$ cat config.mk
export PLATFORM = sky130hd
export DESIGN_NAME = tmr8_cmp
export DESIGN_NICKNAME = d
export VERILOG_FILES = /design/src/rtl/tmr_pkg.sv /design/src/rtl/tmr_presc.sv /design/src/rtl/tmr_cnt.sv /design/src/rtl/tmr_oc.sv /design/src/rtl/tmr8_cmp.sv
export SDC_FILE = /design/constraint.sdc
export NUM_CORES = 1
export LEC_CHECK = 0
export BUFFER_PORTS_ARGS = -buffer_cell sky130_fd_sc_hd__buf_4
export CAP_MARGIN = 20
export CORE_ASPECT_RATIO = 0.7
export CORE_MARGIN = 5
export CORE_UTILIZATION = 50
export DETAILED_ROUTE_END_ITERATION = 7
export GPL_ROUTABILITY_DRIVEN = 0
export GPL_TIMING_DRIVEN = 0
export HOLD_SLACK_MARGIN = 0.03
export MAX_ROUTING_LAYER = met4
export PLACE_DENSITY = 0.79
export SLEW_MARGIN = 30
export SYNTH_ARGS = -nofsm -noshare
export SYNTH_HDL_FRONTEND = slang
export SYNTH_SLANG_ARGS = --single-unit
$ cat constraint.sdc
create_clock -name clk -period 2.2 [get_ports clk]
set_clock_uncertainty 0.15 [all_clocks]
set_input_delay 0.33 -clock clk [delete_from_list [all_inputs] [get_ports clk]]
set_output_delay 0.33 -clock clk [all_outputs]
set_load 0.005 [all_outputs]
$ cat src/rtl/tmr_pkg.sv
`timescale 1ns/1ps
package tmr_pkg;
    typedef enum logic [1:0] {
        OM_OFF    = 2'b00,
        OM_TOGGLE = 2'b01,
        OM_CLEAR  = 2'b10,
        OM_SET    = 2'b11
    } om_e;

    typedef enum logic [1:0] {
        A_CTRL  = 2'b00,
        A_COUNT = 2'b01,
        A_CMP   = 2'b10,
        A_FLAG  = 2'b11
    } addr_e;

    localparam logic [1:0] WAVE_CTC  = 2'b10;
    localparam logic [2:0] PS_DIV1   = 3'd1;
    localparam logic [2:0] PS_DIV8   = 3'd2;
    localparam logic [2:0] PS_DIV64  = 3'd3;
    localparam logic [2:0] PS_DIV256 = 3'd4;
endpackage

$ cat src/rtl/tmr_presc.sv
`timescale 1ns/1ps
module tmr_presc #(
    parameter int DIV_W = 8,
    parameter int LO_W  = 3,
    parameter int MID_W = 6
) (
    input  logic       clk,
    input  logic       rst_n,
    input  logic [2:0] sel,
    output logic       tick
);
    import tmr_pkg::*;

    typedef struct packed {
        logic [DIV_W-1:0] div;
    } st_t;

    st_t st_d, st_q;

    always_comb begin
        st_d     = st_q;
        st_d.div = st_q.div + 1'b1;
        unique case (sel)
            PS_DIV1:   tick = 1'b1;
            PS_DIV8:   tick = &st_q.div[LO_W-1:0];
            PS_DIV64:  tick = &st_q.div[MID_W-1:0];
            PS_DIV256: tick = &st_q.div;
            default:   tick = 1'b0;
        endcase
    end

    always_ff @(posedge clk or negedge rst_n) begin
        if (!rst_n) st_q <= '0;
        else        st_q <= st_d;
    end
endmodule

$ cat src/rtl/tmr_cnt.sv
`timescale 1ns/1ps
module tmr_cnt #(
    parameter int W = 8
) (
    input  logic         clk,
    input  logic         rst_n,
    input  logic         tick,
    input  logic         ctc,
    input  logic         wr_cnt,
    input  logic [W-1:0] wr_val,
    input  logic [W-1:0] ocr,
    output logic [W-1:0] cnt,
    output logic         match
);
    typedef struct packed {
        logic [W-1:0] cnt;
        logic         supp;
    } st_t;

    st_t st_d, st_q;

    always_comb begin
        st_d  = st_q;
        match = tick && !wr_cnt && !st_q.supp && (st_q.cnt == ocr);
        if (wr_cnt) begin
            st_d.cnt  = wr_val;
            st_d.supp = 1'b1;
        end else if (tick) begin
            st_d.supp = 1'b0;
            st_d.cnt  = (ctc && match) ? '0 : st_q.cnt + 1'b1;
        end
    end

    always_ff @(posedge clk or negedge rst_n) begin
        if (!rst_n) st_q <= '0;
        else        st_q <= st_d;
    end

    assign cnt = st_q.cnt;

    a_r2_hold: assert property (@(posedge clk) disable iff (!rst_n)
        (!tick && !wr_cnt) |=> $stable(cnt));
    a_r3_step: assert property (@(posedge clk) disable iff (!rst_n)
        (tick && !wr_cnt && !(ctc && match)) |=> (cnt == W'($past(cnt) + 1'b1)));
    a_r4_restart: assert property (@(posedge clk) disable iff (!rst_n)
        (match && ctc) |=> (cnt == '0));
    a_r9_load: assert property (@(posedge clk) disable iff (!rst_n)
        wr_cnt |=> (cnt == $past(wr_val)));
    a_r9_no_match: assert property (@(posedge clk) disable iff (!rst_n)
        wr_cnt |=> !match);
endmodule

$ cat src/rtl/tmr_oc.sv
`timescale 1ns/1ps
module tmr_oc (
    input  logic       clk,
    input  logic       rst_n,
    input  logic       match,
    input  logic [1:0] om,
    input  logic       port_out,
    input  logic       pin_dir,
    output logic       pin_out,
    output logic       pin_oe
);
    import tmr_pkg::*;

    typedef struct packed {
        logic oc;
    } st_t;

    st_t st_d, st_q;

    always_comb begin
        st_d = st_q;
        if (match) begin
            unique case (om_e'(om))
                OM_TOGGLE: st_d.oc = ~st_q.oc;
                OM_CLEAR:  st_d.oc = 1'b0;
                OM_SET:    st_d.oc = 1'b1;
                default:   st_d.oc = st_q.oc;
            endcase
        end
        pin_out = (om != OM_OFF) ? st_q.oc : port_out;
        pin_oe  = pin_dir;
    end

    always_ff @(posedge clk or negedge rst_n) begin
        if (!rst_n) st_q <= '0;
        else        st_q <= st_d;
    end

    a_r5_toggle: assert property (@(posedge clk) disable iff (!rst_n)
        (match && om == OM_TOGGLE) |=> (st_q.oc != $past(st_q.oc)));
    a_r5_clear: assert property (@(posedge clk) disable iff (!rst_n)
        (match && om == OM_CLEAR) |=> !st_q.oc);
    a_r5_set: assert property (@(posedge clk) disable iff (!rst_n)
        (match && om == OM_SET) |=> st_q.oc);
    a_r6_idle: assert property (@(posedge clk) disable iff (!rst_n)
        (om == OM_OFF) |=> $stable(st_q.oc));
endmodule

$ cat src/rtl/tmr8_cmp.sv
`timescale 1ns/1ps
module tmr8_cmp #(
    parameter int CNT_W = 8,
    parameter int DIV_W = 8
) (
    input  logic             clk,
    input  logic             rst_n,
    input  logic             bus_wr,
    input  logic [1:0]       bus_addr,
    input  logic [CNT_W-1:0] bus_wdata,
    output logic [CNT_W-1:0] bus_rdata,
    input  logic [2:0]       clk_sel,
    input  logic             port_out,
    input  logic             pin_dir,
    output logic             pin_out,
    output logic             pin_oe,
    output logic             cmp_flag
);
    import tmr_pkg::*;

    localparam int PAD_W = CNT_W - 4;

    typedef struct packed {
        logic [1:0]       om;
        logic [1:0]       wave;
        logic [CNT_W-1:0] ocr;
        logic             flag;
    } regs_t;

    regs_t rg_d, rg_q;

    logic             tick;
    logic             match;
    logic             wr_cnt;
    logic [CNT_W-1:0] cnt;

    tmr_presc #(.DIV_W(DIV_W)) u_presc (
        .clk   (clk),
        .rst_n (rst_n),
        .sel   (clk_sel),
        .tick  (tick)
    );

    tmr_cnt #(.W(CNT_W)) u_cnt (
        .clk    (clk),
        .rst_n  (rst_n),
        .tick   (tick),
        .ctc    (rg_q.wave == WAVE_CTC),
        .wr_cnt (wr_cnt),
        .wr_val (bus_wdata),
        .ocr    (rg_q.ocr),
        .cnt    (cnt),
        .match  (match)
    );

    tmr_oc u_oc (
        .clk      (clk),
        .rst_n    (rst_n),
        .match    (match),
        .om       (rg_q.om),
        .port_out (port_out),
        .pin_dir  (pin_dir),
        .pin_out  (pin_out),
        .pin_oe   (pin_oe)
    );

    always_comb begin
        rg_d   = rg_q;
        wr_cnt = bus_wr && (addr_e'(bus_addr) == A_COUNT);
        if (bus_wr) begin
            unique case (addr_e'(bus_addr))
                A_CTRL: begin
                    rg_d.om   = bus_wdata[7:6];
                    rg_d.wave = bus_wdata[1:0];
                end
                A_CMP:   rg_d.ocr = bus_wdata;
                A_FLAG:  if (bus_wdata[0]) rg_d.flag = 1'b0;
                default: ;
            endcase
        end
        if (match) rg_d.flag = 1'b1;

        unique case (addr_e'(bus_addr))
            A_CTRL:  bus_rdata = {rg_q.om, {PAD_W{1'b0}}, rg_q.wave};
            A_COUNT: bus_rdata = cnt;
            A_CMP:   bus_rdata = rg_q.ocr;
            default: bus_rdata = {{(CNT_W-1){1'b0}}, rg_q.flag};
        endcase
    end

    always_ff @(posedge clk or negedge rst_n) begin
        if (!rst_n) rg_q <= '0;
        else        rg_q <= rg_d;
    end

    assign cmp_flag = rg_q.flag;

    a_r8_set_wins: assert property (@(posedge clk) disable iff (!rst_n)
        match |=> cmp_flag);
    a_r8_clear: assert property (@(posedge clk) disable iff (!rst_n)
        (bus_wr && bus_addr == A_FLAG && bus_wdata[0] && !match) |=> !cmp_flag);
    a_r8_sticky: assert property (@(posedge clk) disable iff (!rst_n)
        (cmp_flag && !(bus_wr && bus_addr == A_FLAG)) |=> cmp_flag);
endmodule

# After elaboration in Yosys (flattened, before gate mapping)

Cells that the tools add are included.

$add $sub $neg: 2
Reduce and logical (&&, ||, !) cells: 21
Equal/unequal tests: 12
Bitwise operators: 1
Muxes and demuxes: 11

Operators by type and width:

| cell                  | number |
|---|---|
| $pmux W8 S3           | 1 |
| $mux W9               | 2 |
| $add A8 B1 Y8 const B | 2 |
| $eq A2 B2 Y1 const B  | 5 |
| $reduce_bool A2 Y1    | 5 |
| $eq A8 B8 Y1          | 1 |
| $mux W8               | 1 |
| $reduce_and A8 Y1     | 1 |
| $eq A3 B2 Y1 const B  | 2 |
| $reduce_and A2 Y1     | 3 |
| $reduce_and A3 Y1     | 2 |
| $reduce_and A6 Y1     | 1 |
| $logic_and A1 B1 Y1   | 5 |
| $mux W1               | 5 |
| $eq A2 B1 Y1 const B  | 2 |
| $pmux W1 S4           | 1 |
| $eq A3 B1 Y1 const B  | 1 |
| $eq A3 B3 Y1 const B  | 1 |
| $pmux W1 S3           | 1 |
| $reduce_bool A3 Y1    | 1 |
| $logic_not A1 Y1      | 2 |
| $logic_not A2 Y1      | 1 |
| $not A1 Y1            | 1 |

Register bits after elaboration: 31
Output and inout bits: 11
Bits of input ports: 18
Word-level logic and storage cells: 55

# Longest topological paths before layout

Gate-level depths: netlist of the first run.

Depth in word-level cells: 10
Gate-level depth with buffers: 7
Gate-level depth less buffers: 6

# Modules after synthesis

From an unflattened synthesis of the first run, not the netlist that was laid out.

Cells, all modules: 179
Area, all modules: 1,918.1 um2

By module, submodules not included:

| module    | times used | sequential area each (um2) | area each (um2) | cells each |
|---|---|---|---|---|
| tmr_cnt   | 1          | 225.2                      | 783.3           | 92 |
| tmr8_cmp  | 1          | 325.3                      | 681.9           | 47 |
| tmr_presc | 1          | 200.2                      | 380.4           | 33 |
| tmr_oc    | 1          | 25.0                       | 72.6            | 7 |

# Worst setup path before layout of the first run

OpenSTA, ideal clock, no wires.

Path kind: register -> register
From: register u_presc.st_q[0] (netlist bit)
To: register u_oc.st_q
Data required time: 1.977 ns
Library setup time: 0.073 ns
Arrival time: 1.864 ns
Period minus slack after synthesis: 2.087 ns
Cell stages (with the launch flop): 8
Buffers on the path: 1
Path slack: 0.113 ns
Path through: dfrtp_1 ha_1 nand3_2 or4_4 and3_1 buf_6 nor4b_4 a2bb2oi_2

Longest elaborated chain between the ends: 6
Elaborated cells on any way between the ends: 8
Classes of those cells: mux (1); reduce/logical (7)

RTL lines:

| what                                            | line            | source |
|---|---|---|
| from (decl)                                     | tmr_presc.sv:18 | `st_t st_d, st_q;` |
| from (signal assigned)                          | tmr_presc.sv:34 | `else st_q <= st_d;` |
| $reduce_and A8 Y1, or another cell as far along | tmr_presc.sv:27 | `PS_DIV256: tick = &st_q.div;` |
| $pmux W1 S4 (*)                                 | tmr_presc.sv:23 | `unique case (sel)` |
| $logic_and A1 B1 Y1 (*) (3 in a row)            | tmr_cnt.sv:24   | `match = tick && !wr_cnt && !st_q.supp && (st_q.cnt == ocr);` |
| $reduce_and A2 Y1 (no source line) (*)          | -               |  |
| to (signal assigned)                            | tmr_oc.sv:36    | `else st_q <= st_d;` |
| to (decl)                                       | tmr_oc.sv:18    | `st_t st_d, st_q;` |

Every way passes the cells marked *; elsewhere a longest branch is shown, timed or not.
A chain may end at the register's enable or synchronous reset.

# Worst setup path after layout of the first run

From: register u_presc.st_q[1] (netlist bit)
To: register u_oc.st_q

The elaborated chain is that of the path after synthesis.

==> results.py, run 1 <==
metrics = {
    "logic_synthesis": {
        "async_flop_share_pct": 100,
        "synth.top_cells.by_count": "31 x dfrtp_1, 19 x nand2_1, 12 x nand3_1, 11 x inv_1, 10 x mux2_2",
        "synthAdderAreaFrac_pct": 2.11,
        "synth_top_family_by_area": "simple AND/OR/NAND/NOR gates",
        "synth.mux.area_fraction_pct": 9.30,
        "yosys.area_share.simple_pct": 22.0,
        "ys_ff_latch": 31,
        "synth_ff_type": "dfrtp_1",
        "synth_area_per_cell_um2": 9.97,
        "yosys_warnings": 0,
        "yosysSeqAreaShare_pct": 43.7,
        "synth_compound_area_share_pct": 11.3,
        "synth-edff-count": 0,
        "synthCells": 178,
        "yosys-top-cells-area": "dfrtp_1 44%, mux2_2 6.3%, xor2_1 4.4%, nand2_1 4.0%, nand3_1 3.4%",
        "synth.most_common_cell": "dfrtp_1",
        "yosysTopAreaCellShare_pct": 43.7,
        "yosysUniqueCellTypes": 41,
        "yosys.area_share.xor_xnor_pct": 6.41,
        "syn_area_um2": 1780,
        "synth_fp_nets": 199,
        "synth_top_cell_by_area": "dfrtp_1",
    },
    "outcome": {
        "status": "finished, final reports clean",
    },
    "route": {
        "drcViolationCount": 0,
        "dr.first_iter.drc_count": 141,
        "vias_per_cell": 5.57,
        "vias": 1487,
        "drt_wl_total_um": 4080,
        "post_drt_wl_per_cell_um": 15.3,
        "first_pass_iters": 4,
        "drtAntennaViolNets": 0,
    },
    "worst_setup_path": {
        "cp.arrival_ns": 2.20,
        "reg2reg_setup_slack_ns": 0.07,
        "cp_slowest_cell": "or4_4",
        "cp_max_fo": 6,
        "cp-start-kind": "flop",
        "crit_required_ns": 2.27,
        "max_stage_delay_ns": 0.57,
        "critical_path_class": "flop to flop",
        "cp_cell_sequence": "ha_2, nand3_4, or4_4, and3_4, buf_6, nor4b_4, a2bb2oi_2",
        "end_kind": "flop",
    },
    "sta": {
        "fin_crit_ns": 2.13,
        "rsz0062_at_grt": "yes",
        "slew_violations": 0,
        "setup_tns_ns": 0,
        "holdWs_ns": 0.106,
        "hold_viol": 0,
        "max_freq_mhz": 469,
        "timing.final.crit_share_pct": 97.0,
        "slew_headroom_pct": 51.8,
        "setup_viol": 0,
        "worst-slew-pin-transition_ns": 0.722,
    },
    "floorplan": {
        "die_h_um": 59.9,
        "core_area_um2": 3470,
        "row_count": 18,
        "pin_count": 29,
        "initial_core_util_pct": 51.2,
        "dieArea_um2": 4860,
        "die_x_um": 81.2,
    },
    "clocking": {
        "clockBufferDepth": 2,
        "clockRootBuffer": "clkbuf_8",
        "numCtsBuffers": 5,
        "cts_tree": "done",
        "clk_pin_slew_worst_paths_ns": 0.07,
        "insertion_delay_ns": 0.29,
        "h-tree-depth": 2,
        "cts.sinks": 31,
    },
    "worst_hold_path": {
        "hold_path_class": "primary input to flop",
    },
    "finish": {
        "antenna_cells": 0,
        "finalNonFillerCells": 267,
        "nets": 237,
        "syn2layout_area_growth_pct": 23.7,
        "drive_gt1_share_pct": 30.4,
    },
    "grt": {
        "overflow": 0,
        "track_usage_pct": 18.8,
        "grt_pass1_vias": 1419,
        "grt_pass1_wl_um": 6580,
        "grt_max_degree": 32,
        "antenna_found_initial": 0,
    },
    "place": {
        "port_buffers": 26,
        "hpwl_um": 2880,
        "dp.cells": 254,
    },
    "power_and_ir_drop": {
        "power_leakage_nw": 0.992,
        "power_density_nw_per_um2": 752,
        "ir_drop_mv": 0.437,
    },
    "job": {
        "maxCapViolCount": 0,
    },
}
-- cell type report --
class	count	area (um2)
Fill cell	324	1270
Multi-Input combinational cell	128	950
Sequential cell	31	776
Timing Repair Buffer	31	235
Clock buffer	7	76.3
Tap cell	50	62.6
Buffer	8	51.3
Inverter	11	41.3
Clock inverter	1	5.00
-- power breakdown --
part           switching (mW)  internal, mW  leakage, nW
registers               0.127         0.666        0.370
logic                   0.201         0.222        0.580
clock network           0.215         0.222       0.0422
-- critical path: cells and delay by family (launching register included) --
kind                       cells  cell delay [ns]
and+or+nand+nor                4             1.07
DFF                            1             0.36
adders and majority gates      1             0.22
AOI/OAI and AO/OA              1             0.14
buffers and inverters          1             0.13
-- cell usage in the layout, fill, tap and decap left out, drive strengths merged, types with 4 or more instances in the layout --
cell type / n
a31oi: 8
xor2: 9
nand3: 13
nor2: 10
clkbuf: 11
mux2: 10
xnor2: 4
inv: 11
o21ai: 7
buf: 34
nand2: 19
dfrtp: 31
nor3: 4
a22o: 4
nand4: 5
-- worst paths after layout --
| check | from | cells past startpoint | endpoint |
|---|---|---|---|
| max | u_presc.st_q[1] | 7 | u_oc.st_q |
| min | bus_wdata[2] | 3 | u_cnt.cnt[2] |
| max reg2reg | u_presc.st_q[1] | 7 | u_oc.st_q |
| min reg2reg | u_presc.st_q[7] | 1 | u_presc.st_q[7] |
| max in group asynchronous | rst_n | 2 | rg_q[9] |
| min in group asynchronous | rst_n | 2 | rg_q[5] |
-- metal layers --
metal | global-route usage (%) | up-vias | routed length, um
li1 | - | 718 | -
met1 | 24.7 | 726 | 1860
met2 | 27.8 | 38 | 1930
met3 | 4.37 | 5 | 239
met4 | 7.95 | 0 | 51
met5 | - | - | 0
-- repair_timing --
item,CTS,global route
endpoints found under the setup margin,5,10
setup buffers,1,3
pin swaps,0,4
endpoints found under the hold margin,31,0
gates resized for setup,3,7
hold buffers,1,0
-- kinds of logic (layout without fill, tap and decap cells) --
group	Yosys count	count (layout)
AOI/OAI and AO/OA	28	28
xor gates and xnor gates	13	13
adders and majority gates	3	3
buffers and inverters	19	58
DFF	31	31
muxes	14	14
and+or+nand+nor	70	70
-- per-stage QoR --
stage               util (%)  area (um2)  setup WS (ns)  power (mW)
floorplan                  -        1780          0.113        1.04
global placement        58.6        2030        -0.0353        1.20
detailed placement      58.6        2030        -0.0865        1.21
CTS                     61.9        2150        0.00179        1.66
global route            63.3        2200        -0.0192        1.76
finish                  63.3        2200         0.0664        1.65
-- sequential cells by signal, summed over array words and instances, names as in the netlist --
| register | cells |
|---|---|
| rg_q | 12 |
| u_cnt.cnt | 8 |
| cmp_flag | 1 |
| u_cnt.st_q | 1 |
| u_oc.st_q | 1 |
| u_presc.st_q | 8 |
No activity file was read; power rests on OpenSTA's default activity.
==> run 2, diff against run 1 <==
Settings changed: RECOVER_POWER set to 100.
==> results.py, run 2 (synthesized netlist as in run 1, its figures left out) <==
metrics = {
    "power_and_ir_drop": {
        "power_density_nw_per_um2": 754,
        "power_leakage_nw": 0.988,
        "ir_drop_mv": 0.437,
    },
    "outcome": {
        "status": "finished, final reports clean",
    },
    "clocking": {
        "cts.sinks": 31,
        "clockBufferDepth": 2,
        "clk_pin_slew_worst_paths_ns": 0.07,
        "numCtsBuffers": 5,
        "h-tree-depth": 2,
        "insertion_delay_ns": 0.29,
        "cts_tree": "done",
        "clockRootBuffer": "clkbuf_8",
    },
    "floorplan": {
        "row_count": 18,
        "die_x_um": 81.2,
        "die_h_um": 59.9,
        "pin_count": 29,
        "initial_core_util_pct": 51.2,
        "dieArea_um2": 4860,
        "core_area_um2": 3470,
    },
    "finish": {
        "final_cell_mix": "31 x dfrtp_1, 28 x buf_4, 19 x nand2_1, 11 x nand3_1, 11 x inv_1",
        "antenna_cells": 0,
        "final_common_cell": "dfrtp_1",
        "multi_input_area_um2": 950,
        "drive_gt1_share_pct": 30.0,
        "regArea_um2": 776,
        "syn2layout_area_growth_pct": 23.4,
        "largest_reg_flops": 12,
        "fill_cells": 324,
        "nets": 237,
        "largest_register": "rg_q",
    },
    "worst_setup_path": {
        "cp-startpoint": "u_presc.st_q[1]",
        "cp-endpoint": "u_oc.st_q",
        "crit_required_ns": 2.27,
        "end_kind": "flop",
        "r2r-end": "u_oc.st_q",
        "cp.arrival_ns": 2.21,
        "r2r-start": "u_presc.st_q[1]",
        "critical_path_class": "flop to flop",
        "cp_max_fo": 6,
        "reg2reg_setup_slack_ns": 0.06,
        "r2r_cells": 7,
        "cp-start-kind": "flop",
    },
    "worst_hold_path": {
        "hold_path_class": "primary input to flop",
    },
    "grt": {
        "track_usage_pct": 18.8,
        "overflow": 0,
        "grt_pass1_wl_um": 6580,
        "grt_max_degree": 32,
        "grt_pass1_vias": 1419,
        "antenna_found_initial": 0,
    },
    "sta": {
        "hold_viol": 0,
        "slew_headroom_pct": 47.7,
        "max_freq_mhz": 468,
        "worst-slew-pin-transition_ns": 0.785,
        "fin_crit_ns": 2.14,
        "setup_tns_ns": 0,
        "setup_viol": 0,
        "timing.final.crit_share_pct": 97.1,
        "holdWs_ns": 0.106,
        "slew_violations": 0,
        "rsz0062_at_grt": "yes",
    },
    "route": {
        "first_pass_iters": 4,
        "drt_wl_total_um": 4080,
        "drtAntennaViolNets": 0,
        "vias": 1486,
        "dr.first_iter.drc_count": 141,
        "vias_per_cell": 5.57,
        "post_drt_wl_per_cell_um": 15.3,
        "drcViolationCount": 0,
    },
    "place": {
        "port_buffers": 26,
        "hpwl_um": 2880,
    },
    "job": {
        "maxCapViolCount": 0,
    },
}
==> run 2: cell count changes in the layout (fill, tap and decap cells not counted) <==
cell,delta
clkbuf_1,+1
clkbuf_2,+1
clkbuf_4,+1
buf_4,-3
==> run 2: worst min path at each step <==
stage | start | endpoint | cells past startpoint
finish | bus_wdata[2] | u_cnt.cnt[2] | 3
global route | bus_wdata[2] | u_cnt.cnt[2] | 3
CTS | bus_wdata[2] | u_cnt.cnt[2] | 3
detailed placement | rst_n | rg_q[5] | 1
global placement | rst_n | rg_q[5] | 1
floorplan | rst_n | cmp_flag | 0
==> run 2: final cells by class <==
cell class	instances	area share, %
timing repair buffer	31	10.5
clock inverter	1	0.228
clock buffer	7	3.48
multi-input combinational	128	43.3
sequential	31	35.4
tap	50	2.86
buffer	8	2.34
inverter	11	1.88
==> run 2: where the power goes <==
| part | leakage, nW | switching (mW) | total [mW] | internal [mW] |
|---|---|---|---|---|
| clock | 0.0422 | 0.214 | 0.436 | 0.222 |
| combinational | 0.576 | 0.202 | 0.423 | 0.221 |
| sequential | 0.370 | 0.127 | 0.793 | 0.666 |
| total | 0.988 | 0.544 | 1.65 | 1.11 |
==> run 2: timing repair <==
item | in CTS | in global routing
pin swaps | 0 | 4
buffers inserted | 1 | 3
hold buffers | 1 | 0
endpoints found under the hold margin | 31 | 0
endpoints found under the setup margin | 5 | 10
gates resized for setup | 3 | 7
==> run 2: critical path, cell delays in order, from the launching register on <==
cell and delay [ns]:
dfrtp_1 0.36, ha_2 0.22, nand3_4 0.09, or4_4 0.57, and3_4 0.19, buf_6 0.13, nor4b_4 0.22, a2bb2oi_2 0.14
==> run 2: through the flow <==
step	utilization [%]	cell area [um2]	setup slack, ns	power, mW	std cells
2_1_floorplan	-	1780	0.113	1.04	178
3_3_place_gp	58.6	2030	-0.0353	1.20	254
3_5_place_dp	58.6	2030	-0.0865	1.21	254
4_1_cts	61.9	2150	0.00179	1.66	264
5_1_grt	63.2	2190	-0.0192	1.76	267
6_report	63.2	2190	0.0648	1.65	267
==> run 2: per-layer routing <==
layer / vias up / GRT usage (%) / share of wire [%]
li1: 717 / - / -
met1: 727 / 24.7 / 46
met2: 37 / 27.8 / 47
met3: 5 / 4.37 / 5.4
met4: 0 / 7.95 / 1.3
met5: - / - / 0
==> run 3, diff against run 2 <==
Settings changed: SETUP_SLACK_MARGIN set to 0.4.
==> results.py, run 3 (synthesized netlist as in run 1, its figures left out) <==
metrics = {
    "route": {
        "dr.first_iter.drc_count": 193,
        "drt_wl_total_um": 4540,
        "drtAntennaViolNets": 0,
        "vias_per_cell": 5.70,
        "post_drt_wl_per_cell_um": 16.1,
        "vias": 1606,
        "drcViolationCount": 0,
        "first_pass_iters": 5,
    },
    "sta": {
        "timing.final.crit_share_pct": 96.5,
        "worst-slew-pin-transition_ns": 0.775,
        "slew_violations": 0,
        "setup_viol": 0,
        "rsz0062_at_grt": "yes",
        "slew_headroom_pct": 48.3,
        "max_freq_mhz": 471,
        "fin_crit_ns": 2.12,
        "hold_viol": 0,
    },
    "job": {
        "maxCapViolCount": 0,
    },
    "grt": {
        "track_usage_pct": 18.7,
        "grt_pass1_vias": 1411,
        "antenna_found_initial": 0,
        "grt_max_degree": 32,
        "grt_pass1_wl_um": 6490,
        "overflow": 0,
    },
    "finish": {
        "drive_gt1_share_pct": 42.7,
        "finalNonFillerCells": 282,
        "largest_reg_flops": 12,
        "antenna_cells": 0,
        "post-route-util_pct": 72.1,
        "final_common_cell": "buf_4",
        "syn2layout_area_growth_pct": 40.9,
        "nets": 253,
        "final_cell_mix": "37 x buf_4, 29 x dfrtp_1, 17 x nand2_1, 11 x inv_1, 10 x mux2_2",
        "final_area_um2": 2500,
        "largest_register": "rg_q",
        "fill_cells": 274,
    },
    "floorplan": {
        "pin_count": 29,
        "die_h_um": 59.9,
        "row_count": 18,
        "dieArea_um2": 4860,
        "core_area_um2": 3470,
        "initial_core_util_pct": 51.2,
        "die_x_um": 81.2,
    },
    "clocking": {
        "h-tree-depth": 2,
        "numCtsBuffers": 5,
        "clockBufferDepth": 2,
        "clk_pin_slew_worst_paths_ns": 0.06,
        "cts.sinks": 31,
        "cts_tree": "done",
        "clockRootBuffer": "clkbuf_8",
        "insertion_delay_ns": 0.29,
    },
    "outcome": {
        "status": "finished, final reports clean",
    },
    "worst_setup_path": {
        "crit_required_ns": 2.27,
        "cp.arrival_ns": 2.19,
        "cp_max_fo": 5,
        "end_kind": "flop",
        "cp-start-kind": "flop",
        "critical_path_class": "flop to flop",
    },
    "power_and_ir_drop": {
        "internal_power_mw": 1.21,
        "power_leakage_nw": 1.09,
        "power_frac_seq_pct": 43.1,
        "power_density_nw_per_um2": 722,
        "p_clk_share_pct": 25.0,
        "power.switching_uw": 599,
        "ir_drop_mv": 0.416,
        "swShare_pct": 33.2,
        "pwr-share-comb_pct": 31.8,
    },
    "place": {
        "hpwl_um": 2780,
        "port_buffers": 26,
        "placed_area_um2": 2050,
        "dp.cells": 254,
    },
    "worst_hold_path": {
        "hold_path_class": "primary input to flop",
    },
}
-- run 3: cell count changes in the layout (fill, tap and decap cells not counted), moves of 3 or more --
cell,delta
buf_6,+6
a31oi_4,+4
a31oi_1,-4
buf_4,+9
nand3_1,-3
-- run 3: area by class of cell --
| class | instances | area (um2) | area share [%] |
|---|---|---|---|
| sequential | 31 | 778 | 31.1 |
| multi-input combinational | 128 | 1110 | 44.4 |
| clock buffer | 6 | 82.6 | 3.30 |
| inverter | 11 | 41.3 | 1.65 |
| clock inverter | 1 | 5.00 | 0.200 |
| buffer | 8 | 58.8 | 2.35 |
| tap | 50 | 62.6 | 2.50 |
| timing repair buffer | 47 | 362 | 14.5 |
-- run 3: routing by layer --
metal / share of wire (%) / up-vias / GRT usage [%]
met3: 7.2 / 18 / 4.97
met2: 47 / 71 / 27.4
met1: 43 / 758 / 24.4
met4: 3.0 / 0 / 8.19
li1: - / 759 / -
met5: 0 / - / -
-- run 3: final timing paths --
| check | startpoint | slack [ns] | cells after the start | end |
|---|---|---|---|---|
| min in group asynchronous | rst_n | 0.50 | 2 | u_presc.st_q[1] |
| max reg2reg | u_presc.st_q[0] | 0.08 | 7 | u_oc.st_q |
| min reg2reg | u_cnt.st_q[0] | 0.35 | 2 | u_cnt.st_q[0] |
| min | bus_wdata[7] | 0.11 | 3 | rg_q[12] |
| max in group asynchronous | rst_n | 0.86 | 2 | u_cnt.cnt[5] |
| max | u_presc.st_q[0] | 0.08 | 7 | u_oc.st_q |
-- run 3: metrics by stage --
| step | setup TNS [ns] | setup WS, ns | power [mW] | hold slack (ns) |
|---|---|---|---|---|
| finish | 0 | 0.0772 | 1.81 | 0.112 |
| floorplan | 0 | 0.141 | 1.04 | -0.116 |
| CTS | 0 | 0.123 | 1.70 | 0.116 |
| global placement | -0.163 | -0.0661 | 1.20 | 0.133 |
| detailed placement | -0.0356 | -0.0356 | 1.21 | 0.135 |
| global route | 0 | 0.00622 | 1.91 | 0.117 |
-- run 3: timing repair --
action                                 in CTS  in global routing
resized for setup                          10                 32
cloned                                      0                  1
pin swaps                                   6                 12
setup endpoints to repair                  16                 14
endpoints found under the hold margin      31                  0
buffers inserted                           10                  9
hold buffers                                1                  0
-- run 3: power groups by stage --
| stage | Clock (mW) | Combinational (mW) | Sequential, mW |
|---|---|---|---|
| final | 0.452 | 0.575 | 0.779 |
| after global routing | 0.482 | 0.635 | 0.793 |
| after CTS | 0.459 | 0.458 | 0.779 |
| after detailed placement | 0 | 0.412 | 0.795 |
| after global placement | 0 | 0.404 | 0.791 |
| after floorplan | 0 | 0.278 | 0.764 |
-- run 3: worst max-delay path, cell delays in order (launching register included) --
cell	delay [ns]
dfrtp_1	0.41
ha_4	0.17
nand3_4	0.09
or4_4	0.55
and3_4	0.19
buf_6	0.13
nor4b_4	0.22
a2bb2oi_2	0.14
